==> src/rtl/pcap_pkg.sv <==
package pcap_pkg;
  localparam int FRAC = 8;
  localparam int AW   = 40;
  typedef logic signed [AW-1:0] acc_t;

  // first-order smoothing, pole 0.3125
  function automatic acc_t lpf_next(acc_t y, acc_t x);
    return (y >>> 2) + (y >>> 4) + x - (x >>> 2) - (x >>> 4);
  endfunction

  // sum of up to three power-of-two terms, each (d << s) >> 4
  function automatic acc_t gain_apply(acc_t d, logic [23:0] g);
    acc_t acc;
    acc = '0;
    for (int i = 0; i < 3; i++) begin
      if (g[8*i+7]) acc = acc + ((d <<< g[8*i +: 3]) >>> 4);
    end
    return acc;
  endfunction

  // integrator with zero at 0.75, clamped to [0, cmax]
  function automatic acc_t comp_next(acc_t cprev, acc_t e, acc_t eprev,
                                     logic [23:0] g, acc_t cmax);
    acc_t d;
    acc_t s;
    d = e - ((eprev >>> 1) + (eprev >>> 2));
    s = cprev + gain_apply(d, g);
    if (s < 0)         return '0;
    else if (s > cmax) return cmax;
    else               return s;
  endfunction
endpackage

==> src/rtl/pcap_regs.sv <==
module pcap_regs #(
  parameter int DW = 32,
  parameter int PW = 24,
  parameter logic [23:0] GAIN_RST = 24'h000084
) (
  input  logic          clk,
  input  logic          rst_n,
  input  logic          bus_en,
  input  logic          bus_we,
  input  logic [1:0]    bus_addr,
  input  logic [DW-1:0] bus_wdata,
  output logic [DW-1:0] bus_rdata,
  input  logic          sample_vld,
  input  logic [PW-1:0] pwr_in,
  input  logic          app_start,
  input  logic          app_done,
  output logic [PW-1:0] budget_q,
  output logic [PW-1:0] act_q,
  output logic [23:0]   gain_q,
  output logic [DW-1:0] status_q
);
  localparam logic [1:0] A_BUD  = 2'd0;
  localparam logic [1:0] A_ACT  = 2'd1;
  localparam logic [1:0] A_STAT = 2'd2;
  localparam logic [1:0] A_GAIN = 2'd3;

  logic wr;
  assign wr = bus_en && bus_we;

  always_ff @(posedge clk or negedge rst_n) begin
    if (!rst_n) begin
      budget_q <= '0;
      act_q    <= '0;
      gain_q   <= GAIN_RST;
      status_q <= '0;
    end else begin
      if (wr && bus_addr == A_BUD)  budget_q <= bus_wdata[PW-1:0];
      if (wr && bus_addr == A_GAIN) gain_q   <= bus_wdata[23:0];
      if (wr && bus_addr == A_STAT) status_q[DW-1:1] <= bus_wdata[DW-1:1];
      if (app_start)     status_q[0] <= 1'b1;
      else if (app_done) status_q[0] <= 1'b0;
      if (sample_vld) act_q <= pwr_in;
    end
  end

  always_comb begin
    case (bus_addr)
      A_BUD:   bus_rdata = DW'(budget_q);
      A_ACT:   bus_rdata = DW'(act_q);
      A_STAT:  bus_rdata = status_q;
      default: bus_rdata = DW'(gain_q);
    endcase
  end
endmodule

==> src/rtl/pcap_epoch.sv <==
module pcap_epoch #(
  parameter int EPOCH = 100
) (
  input  logic clk,
  input  logic rst_n,
  output logic filt_fire,
  output logic comp_fire
);
  localparam int CW = $clog2(EPOCH);
  localparam logic [CW-1:0] LAST = CW'(EPOCH - 1);

  logic [CW-1:0] ep_q;

  always_ff @(posedge clk or negedge rst_n) begin
    if (!rst_n)            ep_q <= '0;
    else if (ep_q == LAST) ep_q <= '0;
    else                   ep_q <= ep_q + 1'b1;
  end

  assign filt_fire = (ep_q == '0);
  assign comp_fire = (ep_q == CW'(1));
endmodule

==> src/rtl/pcap_lpf.sv <==
module pcap_lpf #(
  parameter int PW = 24
) (
  input  logic               clk,
  input  logic               rst_n,
  input  logic               fire,
  input  logic [PW-1:0]      x,
  output pcap_pkg::acc_t     y_q
);
  import pcap_pkg::*;
  acc_t x_ext;
  assign x_ext = $signed({{(AW-PW){1'b0}}, x});

  always_ff @(posedge clk or negedge rst_n) begin
    if (!rst_n)    y_q <= '0;
    else if (fire) y_q <= lpf_next(y_q, x_ext);
  end
endmodule

==> src/rtl/pcap_comp.sv <==
module pcap_comp #(
  parameter int PW   = 24,
  parameter int CMAX = 94 * 256
) (
  input  logic               clk,
  input  logic               rst_n,
  input  logic               fire,
  input  pcap_pkg::acc_t     y,
  input  logic [PW-1:0]      budget,
  input  logic [23:0]        gain,
  output pcap_pkg::acc_t     c_q,
  output logic               valid_q
);
  import pcap_pkg::*;
  localparam acc_t CLIM = acc_t'(CMAX);

  acc_t e_now;
  acc_t e_prev_q;
  assign e_now = y - $signed({{(AW-PW){1'b0}}, budget});

  always_ff @(posedge clk or negedge rst_n) begin
    if (!rst_n) begin
      c_q      <= '0;
      e_prev_q <= '0;
      valid_q  <= 1'b0;
    end else begin
      valid_q <= fire;
      if (fire) begin
        c_q      <= comp_next(c_q, e_now, e_prev_q, gain, CLIM);
        e_prev_q <= e_now;
      end
    end
  end
endmodule

==> src/rtl/pwrcap_ctrl.sv <==
module pwrcap_ctrl #(
  parameter int EPOCH    = 100,
  parameter int RESERVED = 6,
  parameter int PW       = 24,
  parameter int DW       = 32
) (
  input  logic          clk,
  input  logic          rst_n,
  input  logic          sample_vld,
  input  logic [PW-1:0] pwr_in,
  input  logic          app_start,
  input  logic          app_done,
  input  logic          bus_en,
  input  logic          bus_we,
  input  logic [1:0]    bus_addr,
  input  logic [DW-1:0] bus_wdata,
  output logic [DW-1:0] bus_rdata,
  output logic [6:0]    stop_cnt,
  output logic          valid_out
);
  import pcap_pkg::*;
  localparam int STOP_MAX = EPOCH - RESERVED;
  localparam int SW       = 7;
  localparam int CMAX     = STOP_MAX << FRAC;

  logic [PW-1:0] budget_q;
  logic [PW-1:0] act_q;
  logic [23:0]   gain_q;
  logic [DW-1:0] status_q;
  logic          filt_fire;
  logic          comp_fire;
  logic          app_running;
  acc_t          y_q;
  acc_t          c_q;

  assign app_running = status_q[0];

  pcap_regs #(.DW(DW), .PW(PW)) u_regs (
    .clk(clk), .rst_n(rst_n), .bus_en(bus_en), .bus_we(bus_we),
    .bus_addr(bus_addr), .bus_wdata(bus_wdata), .bus_rdata(bus_rdata),
    .sample_vld(sample_vld), .pwr_in(pwr_in), .app_start(app_start),
    .app_done(app_done), .budget_q(budget_q), .act_q(act_q),
    .gain_q(gain_q), .status_q(status_q)
  );

  pcap_epoch #(.EPOCH(EPOCH)) u_epoch (
    .clk(clk), .rst_n(rst_n), .filt_fire(filt_fire), .comp_fire(comp_fire)
  );

  pcap_lpf #(.PW(PW)) u_lpf (
    .clk(clk), .rst_n(rst_n), .fire(filt_fire), .x(act_q), .y_q(y_q)
  );

  pcap_comp #(.PW(PW), .CMAX(CMAX)) u_comp (
    .clk(clk), .rst_n(rst_n), .fire(comp_fire), .y(y_q), .budget(budget_q),
    .gain(gain_q), .c_q(c_q), .valid_q(valid_out)
  );

  assign stop_cnt = c_q[FRAC +: SW];
endmodule

==> config.mk <==
export PLATFORM = sky130hd
export DESIGN_NAME = pwrcap_ctrl
export DESIGN_NICKNAME = d
export VERILOG_FILES = /design/src/rtl/pcap_pkg.sv /design/src/rtl/pcap_regs.sv /design/src/rtl/pcap_epoch.sv /design/src/rtl/pcap_lpf.sv /design/src/rtl/pcap_comp.sv /design/src/rtl/pwrcap_ctrl.sv
export SDC_FILE = /design/constraint.sdc
export NUM_CORES = 1
export LEC_CHECK = 0
export BUFFER_PORTS_ARGS = -buffer_cell sky130_fd_sc_hd__buf_2
export CAP_MARGIN = 25
export CORE_MARGIN = 2
export CORE_UTILIZATION = 49
export DETAILED_ROUTE_END_ITERATION = 16
export PLACE_DENSITY = 0.66
export SLEW_MARGIN = 20
export SYNTH_ARGS = -nofsm -noshare
export SYNTH_HDL_FRONTEND = slang
export SYNTH_SLANG_ARGS = --single-unit
export TNS_END_PERCENT = 20
==> constraint.sdc <==
create_clock -name clk -period 16.2 [get_ports clk]
set_input_delay 2.43 -clock clk [delete_from_list [all_inputs] [get_ports clk]]
set_output_delay 2.43 -clock clk [all_outputs]
set_load 0.05 [all_outputs]
After elaboration in Yosys (flattened, before gate mapping):

Index checks and enable logic that the tools add are counted.

* bits in registers: 232
* input bits: 65
* logic and storage cells: 50

* add/subtract/negate cells: 11
* $lt $le $gt $ge: 2
* eq/ne operators: 5
* shifts and indexed selects: 3
* muxes and demuxes: 12
* reduce and logical (&&, ||, !) cells: 7

Operator list (number)
* 40-bit 2-to-1 mux: 8
* 40-bit by 3-bit <<< shifter with 40-bit output: 3
* 32-bit one-hot mux with 3 select lines: 1
* 40-bit by 36-bit adder with 40-bit output: 2
* 39-bit by 38-bit adder with 40-bit output: 1
* 40-bit by 25-bit adder with 40-bit output: 1
* 40-bit adder: 1
* 40-bit by 16-bit > comparator with 1-bit output, second input constant: 1
* 40-bit by 1-bit < comparator with 1-bit output, second input constant: 1
* 40-bit by 21-bit subtractor with 40-bit output: 1
* 40-bit by 23-bit subtractor with 40-bit output: 1
* 40-bit by 25-bit subtractor with 40-bit output: 1
* 40-bit subtractor: 1
* 38-bit by 36-bit adder with 39-bit output: 1
* 7-bit by 1-bit adder with 7-bit output, second input constant: 1
* 7-bit by 1-bit equality test with 1-bit output, second input constant: 1
* 7-bit equality test, second input constant: 1
* 7-bit zero test: 1
* 7-bit 2-to-1 mux: 1
* 2-bit equality test, second input constant: 2
* 1-bit logical AND: 4
* 2-bit by 1-bit equality test with 1-bit output, second input constant: 1
* 2-bit zero test: 1
* 1-bit 2-to-1 mux: 2
* 2-bit nonzero test: 1

Logic depth before layout (Yosys ltp):

Gate-level depths: netlist of run 1.

* depth in word-level cells: 15
* mapped depth: 68
* mapped depth without buffers: 65

By module:

From an unflattened synthesis of run 1, not the netlist that was laid out.

* cells, all modules: 3462
* area, all modules: 29081.6 µm²

By module, submodules not included
* pcap_comp: instances 1, cells each 2465, area an instance 18159.9 µm²
* pcap_lpf: instances 1, cells each 698, area an instance 5891.9 µm²
* pcap_regs: instances 1, cells each 262, area an instance 4643.2 µm²
* pcap_epoch: instances 1, cells each 37, area an instance 386.6 µm²

Worst setup path after synthesis of run 1:

OpenSTA, ideal clock, no wires.

* path kind: register -> register
* from: register u_regs.budget_q[0]
* to: register u_comp.c_q[1]
* arrival time: 12.756 ns
* data required time: 16.131 ns
* slack: 3.375 ns
* cell stages (with the launch flop): 65
* path buffers: 4
* clock period less this slack: 12.825 ns
* cells stage by stage: dfrtp_1 -> ha_1 -> fa_1 -> nor2b_1 -> o21ai_0 -> a21boi_0 -> o21ai_0 -> a21boi_0 -> o2111ai_1 -> a211oi_1 -> o41a_1 -> o21ai_0 -> a211oi_1 -> nor2b_1 -> xor2_1 -> fa_1 -> ha_1 -> clkbuf_1 -> [... 29 more ...] -> xnor2_1 -> mux2_2 -> ha_1 -> clkbuf_1 -> a21oi_1 -> o21ai_0 -> a22oi_1 -> o211ai_1 -> a2111oi_0 -> nand4_1 -> or4_1 -> a2111o_1 -> nor4_1 -> and4_1 -> buf_2 -> inv_2 -> or4_1 -> nand3_1

* word-level cells in the longest chain between the ends: 15
* elaborated cells on any way between the ends: 18
* those cells by class: add/sub (5); order compare (2); shift (3); mux (8)

RTL lines
* start, declared: line pcap_regs.sv:17 `output logic [PW-1:0] budget_q,`
* start signal, assigned: line pcap_regs.sv:37 `if (wr && bus_addr == A_BUD) budget_q <= bus_wdata[PW-1:0];`
* 40-bit by 25-bit subtractor with 40-bit output *: line pcap_comp.sv:19 `assign e_now = y - $signed({{(AW-PW){1'b0}}, budget});`
* via u_comp.e_now[24]: line pcap_comp.sv:17 `acc_t e_now;`
* 40-bit subtractor *: line pcap_pkg.sv:26 `d = e - ((eprev >>> 1) + (eprev >>> 2));`
* 40-bit by 3-bit <<< shifter with 40-bit output: line pcap_pkg.sv:16 `if (g[8*i+7]) acc = acc + ((d <<< g[8*i +: 3]) >>> 4);`
* 40-bit 2-to-1 mux: line pcap_pkg.sv:16
* 40-bit 2-to-1 mux: line pcap_comp.sv:28 `if (fire) begin`
* 40-bit by 36-bit adder with 40-bit output: line pcap_pkg.sv:16
* 40-bit 2-to-1 mux: line pcap_pkg.sv:16
* 40-bit 2-to-1 mux: line pcap_comp.sv:28
* 40-bit by 36-bit adder with 40-bit output: line pcap_pkg.sv:16
* 40-bit 2-to-1 mux *: line pcap_pkg.sv:16
* 40-bit 2-to-1 mux *: line pcap_comp.sv:28
* 40-bit adder *: line pcap_pkg.sv:27 `s = cprev + gain_apply(d, g);`
* 40-bit by 16-bit > comparator with 1-bit output: line pcap_pkg.sv:29 `else if (s > cmax) return cmax;`
* 40-bit 2-to-1 mux: line pcap_pkg.sv:29
* 40-bit 2-to-1 mux *: line pcap_pkg.sv:28 `if (s < 0) return '0;`
* end signal, assigned: line pcap_comp.sv:29 `c_q <= comp_next(c_q, e_now, e_prev_q, gain, CLIM);`
* end, declared: line pcap_comp.sv:11 `output pcap_pkg::acc_t c_q,`

Mark *: on every way through the listed nets, which the timed path passes. The rest lies on a longest branch. The select of a mux whose other input is x is not followed.
A chain may end at the register's enable or synchronous reset.

Final worst setup path of run 1:

Same ends and word-level chain as after synthesis.

==> flow_summary.json, run 1 <==
{
  "drt_wl_total_mm": 82.37,
  "boundaryPins": 105,
  "track_usage_pct": 26.00,
  "status": "completed",
  "drtPass1Iterations": 5,
  "globalplace.congestion": 0.9477,
  "cts-root-buf": "clkbuf_16",
  "dpl.cell_count": 4439,
  "layout_common_cells": "nand2_1, o21ai_0, a21oi_1",
  "clock-sinks": 230,
  "clkTransAtPathRegs_ns": 0.06,
  "synthArstFlopShare_pct": 100.0,
  "worstPathRequired_ns": 16.73,
  "htreeDepth": 1,
  "worstSetupStartpointType": "flop",
  "synth-warning-count": 0,
  "cap_violations": 0,
  "reg2reg_from": "u_regs.budget_q[0]",
  "antenna_found_initial": 0,
  "fillers": 5881,
  "dp_hpwl_mm": 64.63,
  "hold_class": "reg2reg",
  "row_count": 90,
  "die_height_um": 250.3,
  "core_area_sq_mm": 0.06013,
  "drtAntennaViolNets": 0,
  "start_util_pct": 49.41,
  "drc": 0,
  "synth_top_area_cell": "dfrtp_1",
  "endpoint_kind": "flop",
  "grt_max_degree": 98,
  "arrival_ns": 15.56,
  "slew_headroom_pct": 31.42,
  "slew_violations": 0,
  "cts_buffers": 31,
  "cpPeakStageDelay_ns": 0.75,
  "path_class": "reg2reg",
  "vias": 26550,
  "yosys.area.top_type_share_pct": 19.20,
  "synth_seq_area_share_pct": 19.38,
  "viasPerCell": 5.900,
  "ff2ff_setup_slack_ns": 1.17,
  "worstSetupEndpoint": "u_comp.c_q[1]",
  "setup_viol": 0,
  "final_nets": 4108,
  "dp_worst_setup_slack_ns": 1.169,
  "drtIter0Drc": 1655,
  "period_needed_ns": 15.03,
  "synth_area_per_cell_sq_um": 8.009,
  "diodes": 0,
  "crit_top_cell": "a21oi_1",
  "drive_gt1_share_pct": 10.54,
  "ys_types": 87,
  "io_buffers": 104,
  "fin_setup_tns_ns": 0,
  "synth-edff-count": 0,
  "clock_latency_ns": 0.60,
  "slowest_stage": "a211oi_1",
  "fin_skew_ns": 0.01325,
  "grt_pass1_vias": 25760,
  "fmax_mhz": 66.54,
  "synth_area_leaders": "dfrtp_1, ha_1, fa_1",
  "syn_to_final_growth_pct": 7.533,
  "grt_pass1_wl_mm": 134.3,
  "grt_overflow": 0,
  "cp_max_fo": 23,
  "crit_start": "u_regs.budget_q[0]",
  "finalWorstSetupSlack_ns": 1.172,
  "finalCritPeriodShare_pct": 92.76,
  "hold_viol_final": 0,
  "synth-main-ff-cell": "dfrtp_1",
  "synthCells": 3710,
  "stdcell_count": 4500,
  "cts_hold_buf": 0,
  "reg2reg_to": "u_comp.c_q[1]",
  "rsz0062_at_grt": "no",
  "clk_path_buf_depth": 3,
  "wl_per_cell_um": 18.30,
  "cts_tree": "built",
  "synth_nets": 4124,
  "tightest_slew_ns": 1.029,
  "syn_area_sq_mm": 0.02971,
  "die-width_um": 250.3,
  "final_common_cell": "nand2_1",
  "ys_ff_latch": 230,
  "dieArea_sq_mm": 0.06263,
  "worstRegToRegCells": 61
}
[timing repair]
action	4_1_cts	5_1_grt
resized for setup	0	1
endpoints found under the setup margin	0	8
buffers inserted	0	0
[cells in the mapped netlist, drive strengths merged, types with 6 or more instances]
library cell / number
o2111ai: 6
or2: 7
a211o: 12
o31ai: 31
nor2: 293
mux4: 33
mux2: 127
nand2: 383
nand2b: 40
a31o: 7
o21a: 48
o211ai: 20
o21ai: 340
or4: 9
nor4: 12
xor2: 96
a21boi: 13
and2: 33
o22ai: 8
inv: 278
buf: 43
a2111oi: 11
nand3: 62
a21o: 126
and3: 24
ha: 263
or3: 15
o21bai: 36
mux2i: 125
a211oi: 37
a41oi: 6
fa: 86
a21oi: 297
nor3: 40
nor2b: 57
nand3b: 8
dfrtp: 228
clkbuf: 136
a311oi: 10
nand4: 45
and4: 8
a22oi: 6
a31oi: 29
xnor2: 141
[final cells by class]
cell class | instances | area, sq um | share of cell area, %
multi-input cells | 3023 | 22240 | 69.59
flip-flops and latches | 230 | 5762 | 18.03
inverters | 278 | 1044 | 3.266
well taps | 782 | 978.4 | 3.062
clock buffers | 35 | 830.8 | 2.600
repair buffers | 130 | 789.5 | 2.471
clock inverters | 22 | 312.8 | 0.9790
[how the worst min path moves through the flow]
stage | startpoint | to | cells past startpoint
global placement | u_comp.e_prev_q[1] | u_comp.e_prev_q[1] | 2
floorplan | u_regs.status_q[0] | u_regs.status_q[0] | 1
detailed placement | u_comp.c_q[5] | u_comp.c_q[5] | 1
finish | u_comp.c_q[5] | u_comp.c_q[5] | 1
global route | u_comp.c_q[3] | u_comp.c_q[3] | 1
CTS | u_comp.c_q[5] | u_comp.c_q[5] | 1
[logic make-up (layout without fill, tap and decap cells)]
kind of cell / Yosys count / in the layout / synth area share [%]
adder cells (fa/ha/maj): 349 / 349 / 16.87
flip-flops: 230 / 230 / 19.38
XOR/XNOR: 238 / 238 / 7.062
multiplexers: 285 / 285 / 11.53
AO/OA/AOI/OAI: 1103 / 1103 / 23.05
AND/OR/NAND/NOR: 1048 / 1048 / 16.21
buffers and inverters: 457 / 465 / 5.899
[registers in the layout (all words and copies together) (netlist names)]
name	cells
u_lpf.y_q	40
u_comp.c_q	39
u_comp.e_prev_q	39
u_regs.status_q	32
u_regs.act_q	24
u_regs.budget_q	24
u_regs.gain_q	24
u_epoch.ep_q	7
u_comp.valid_q	1
[worst max-delay path, delay by kind of cell, from the launching register on]
family / cells / cell delay, ns
buffers and inverters: 1 / 0.09
DFF: 1 / 0.40
and+or+nand+nor: 17 / 3.25
muxes: 3 / 0.84
AOI/OAI and AO/OA: 29 / 7.27
xor gates and xnor gates: 4 / 0.61
adders and majority gates: 7 / 2.52
[stage by stage]
step	hold WS [ns]	instance area (sq um)	utilization [%]
finish	0.4850	31950	53.14
floorplan	0.4437	29710	-
CTS	0.4864	31860	52.99
global route	0.5074	31950	53.14
global placement	0.4650	30710	51.06
detailed placement	0.4726	30720	51.09
[metal layers]
metal | up-vias | share of wire [%] | global-route usage, %
li1 | 13170 | - | -
met1 | 12630 | 46 | 35.11
met2 | 595 | 47 | 44.48
met3 | 151 | 3.6 | 2.026
met4 | 0 | 3.1 | 7.819
met5 | - | 0 | 0
Power of run 1 is left out: the tool's default activity adds up to more than one toggle a clock period on the data nets, which glitch-free logic cannot reach.
==> inputs of run 2 (changes only) <==
--- a/config.mk
+++ b/config.mk
@@ -6,9 +6,10 @@
 export NUM_CORES = 1
 export LEC_CHECK = 0
 export BUFFER_PORTS_ARGS = -buffer_cell sky130_fd_sc_hd__buf_2
-export CAP_MARGIN = 25
+export CAP_MARGIN = 40
 export CORE_MARGIN = 2
 export CORE_UTILIZATION = 49
+export CTS_BUF_LIST = sky130_fd_sc_hd__clkbuf_16
 export DETAILED_ROUTE_END_ITERATION = 16
 export PLACE_DENSITY = 0.66
 export SLEW_MARGIN = 20
==> run 2 against run 1 <==
Against the previous run:
- non-clock buffer count up 6
- die area unchanged
- register-to-register slack better by 0.47 ns
- critical path depth down 3
- worst hold slack worse by 0.0024 ns
==> flow_summary.json, run 2 (synthesis gave the netlist of run 1 again) <==
{
  "drt_wl_total_mm": 82.52,
  "crit_start": "u_regs.budget_q[0]",
  "cts_setup_buffers": 0,
  "top_register": "u_lpf.y_q",
  "hold_class": "reg2reg",
  "grt_max_degree": 98,
  "core_area_sq_mm": 0.06013,
  "fin_setup_tns_ns": 0,
  "dp_worst_setup_slack_ns": 1.535,
  "diodes": 0,
  "hold_viol_final": 0,
  "boundaryPins": 105,
  "track_usage_pct": 26.17,
  "grt_pass1_wl_mm": 135.2,
  "drtPass1Iterations": 6,
  "clkTransAtPathRegs_ns": 0.06,
  "vias": 26710,
  "die_height_um": 250.3,
  "drtAntennaViolNets": 0,
  "fin_skew_ns": 0.02082,
  "setup_viol": 0,
  "clock-sinks": 230,
  "crit_top_cell": "o21ai_0",
  "syn_to_final_growth_pct": 7.436,
  "cp_top_family": "compound AO/OA/AOI/OAI gates",
  "viasPerCell": 5.930,
  "worstSetupPathDepth": 58,
  "cts_tree": "built",
  "reg_top3": "u_lpf.y_q: 40 flops, u_comp.c_q: 39 flops, u_comp.e_prev_q: 39 flops",
  "layout_common_cells": "nand2_1, o21ai_0, a21oi_1",
  "row_count": 90,
  "cts-root-buf": "clkbuf_16",
  "grt_overflow": 0,
  "start_util_pct": 49.41,
  "status": "completed",
  "slew_violations": 0,
  "regArea_sq_mm": 0.005762,
  "worstPathBufferInverterCount": 3,
  "multi_input_area_sq_mm": 0.02223,
  "htreeDepth": 1,
  "clk_path_buf_depth": 3,
  "cts_hold_buf": 0,
  "grt_pass1_vias": 25990,
  "final_common_cell": "nand2_1",
  "path_class": "reg2reg",
  "wl_per_cell_um": 18.32,
  "fillers": 5843,
  "worstRegToRegCells": 58,
  "worstSetupStartpointType": "flop",
  "arrival_ns": 15.09,
  "min-delay-start": "u_comp.c_q[5]",
  "dieArea_sq_mm": 0.06263,
  "slew_headroom_pct": 44.31,
  "largest_reg_flops": 40,
  "holdPathStages": 1,
  "drtIter0Drc": 1675,
  "endpoint_kind": "flop",
  "finalWorstSetupSlack_ns": 1.644,
  "clock_latency_ns": 0.60,
  "cp_max_fo": 23,
  "finalCritPeriodShare_pct": 89.85,
  "fmax_mhz": 68.70,
  "antenna_found_initial": 0,
  "die-width_um": 250.3,
  "stdcell_count": 4505,
  "cts_resized": 0,
  "drc": 0,
  "worstPathRequired_ns": 16.74,
  "period_needed_ns": 14.56,
  "rsz0062_at_grt": "no",
  "drive_gt1_share_pct": 10.39,
  "slowest_stage": "a311oi_1",
  "cap_violations": 0,
  "io_buffers": 104,
  "reg2reg_from": "u_regs.budget_q[0]",
  "final_nets": 4114,
  "cpPeakStageDelay_ns": 0.62,
  "dpl.cell_count": 4446,
  "dp_hpwl_mm": 64.98,
  "globalplace.congestion": 0.9477,
  "cts_buffers": 31,
  "tightest_slew_ns": 0.8143
}
run 2: area by class of cell:
cell class              instances  area share (%)
flip-flops and latches        230           18.05
multi-input cells            3023           69.65
inverters                     278           3.269
repair buffers                136           2.818
clock buffers                  31           2.430
clock inverters                25          0.7212
well taps                     782           3.065
run 2: final timing paths:
check / end / slack, ns
worst max-delay path: u_comp.c_q[1] / 1.64
worst min-delay path: u_comp.c_q[5] / 0.48
worst max register to register: u_comp.c_q[1] / 1.64
worst min register to register: u_comp.c_q[5] / 0.48
max in group asynchronous: u_regs.act_q[11] / 13.17
min in group asynchronous: u_comp.c_q[0] / 1.86
run 2: metal layers:
| layer | GRT usage, % | up-vias | share of wire (%) |
|---|---|---|---|
| li1 | - | 13170 | - |
| met1 | 35.23 | 12680 | 46 |
| met2 | 44.13 | 669 | 46 |
| met3 | 2.411 | 195 | 4.1 |
| met4 | 8.931 | 0 | 3.6 |
| met5 | 0 | - | 0 |
run 2: per-stage QoR:
stage | hold slack, ns | area (sq um) | utilization [%]
floorplan | 0.4437 | 29710 | -
global placement | 0.4650 | 30710 | 51.06
detailed placement | 0.4726 | 30850 | 51.30
CTS | 0.4864 | 31850 | 52.97
global route | 0.5063 | 31920 | 53.09
finish | 0.4826 | 31920 | 53.09
Power of run 2 is left out for the same reason.
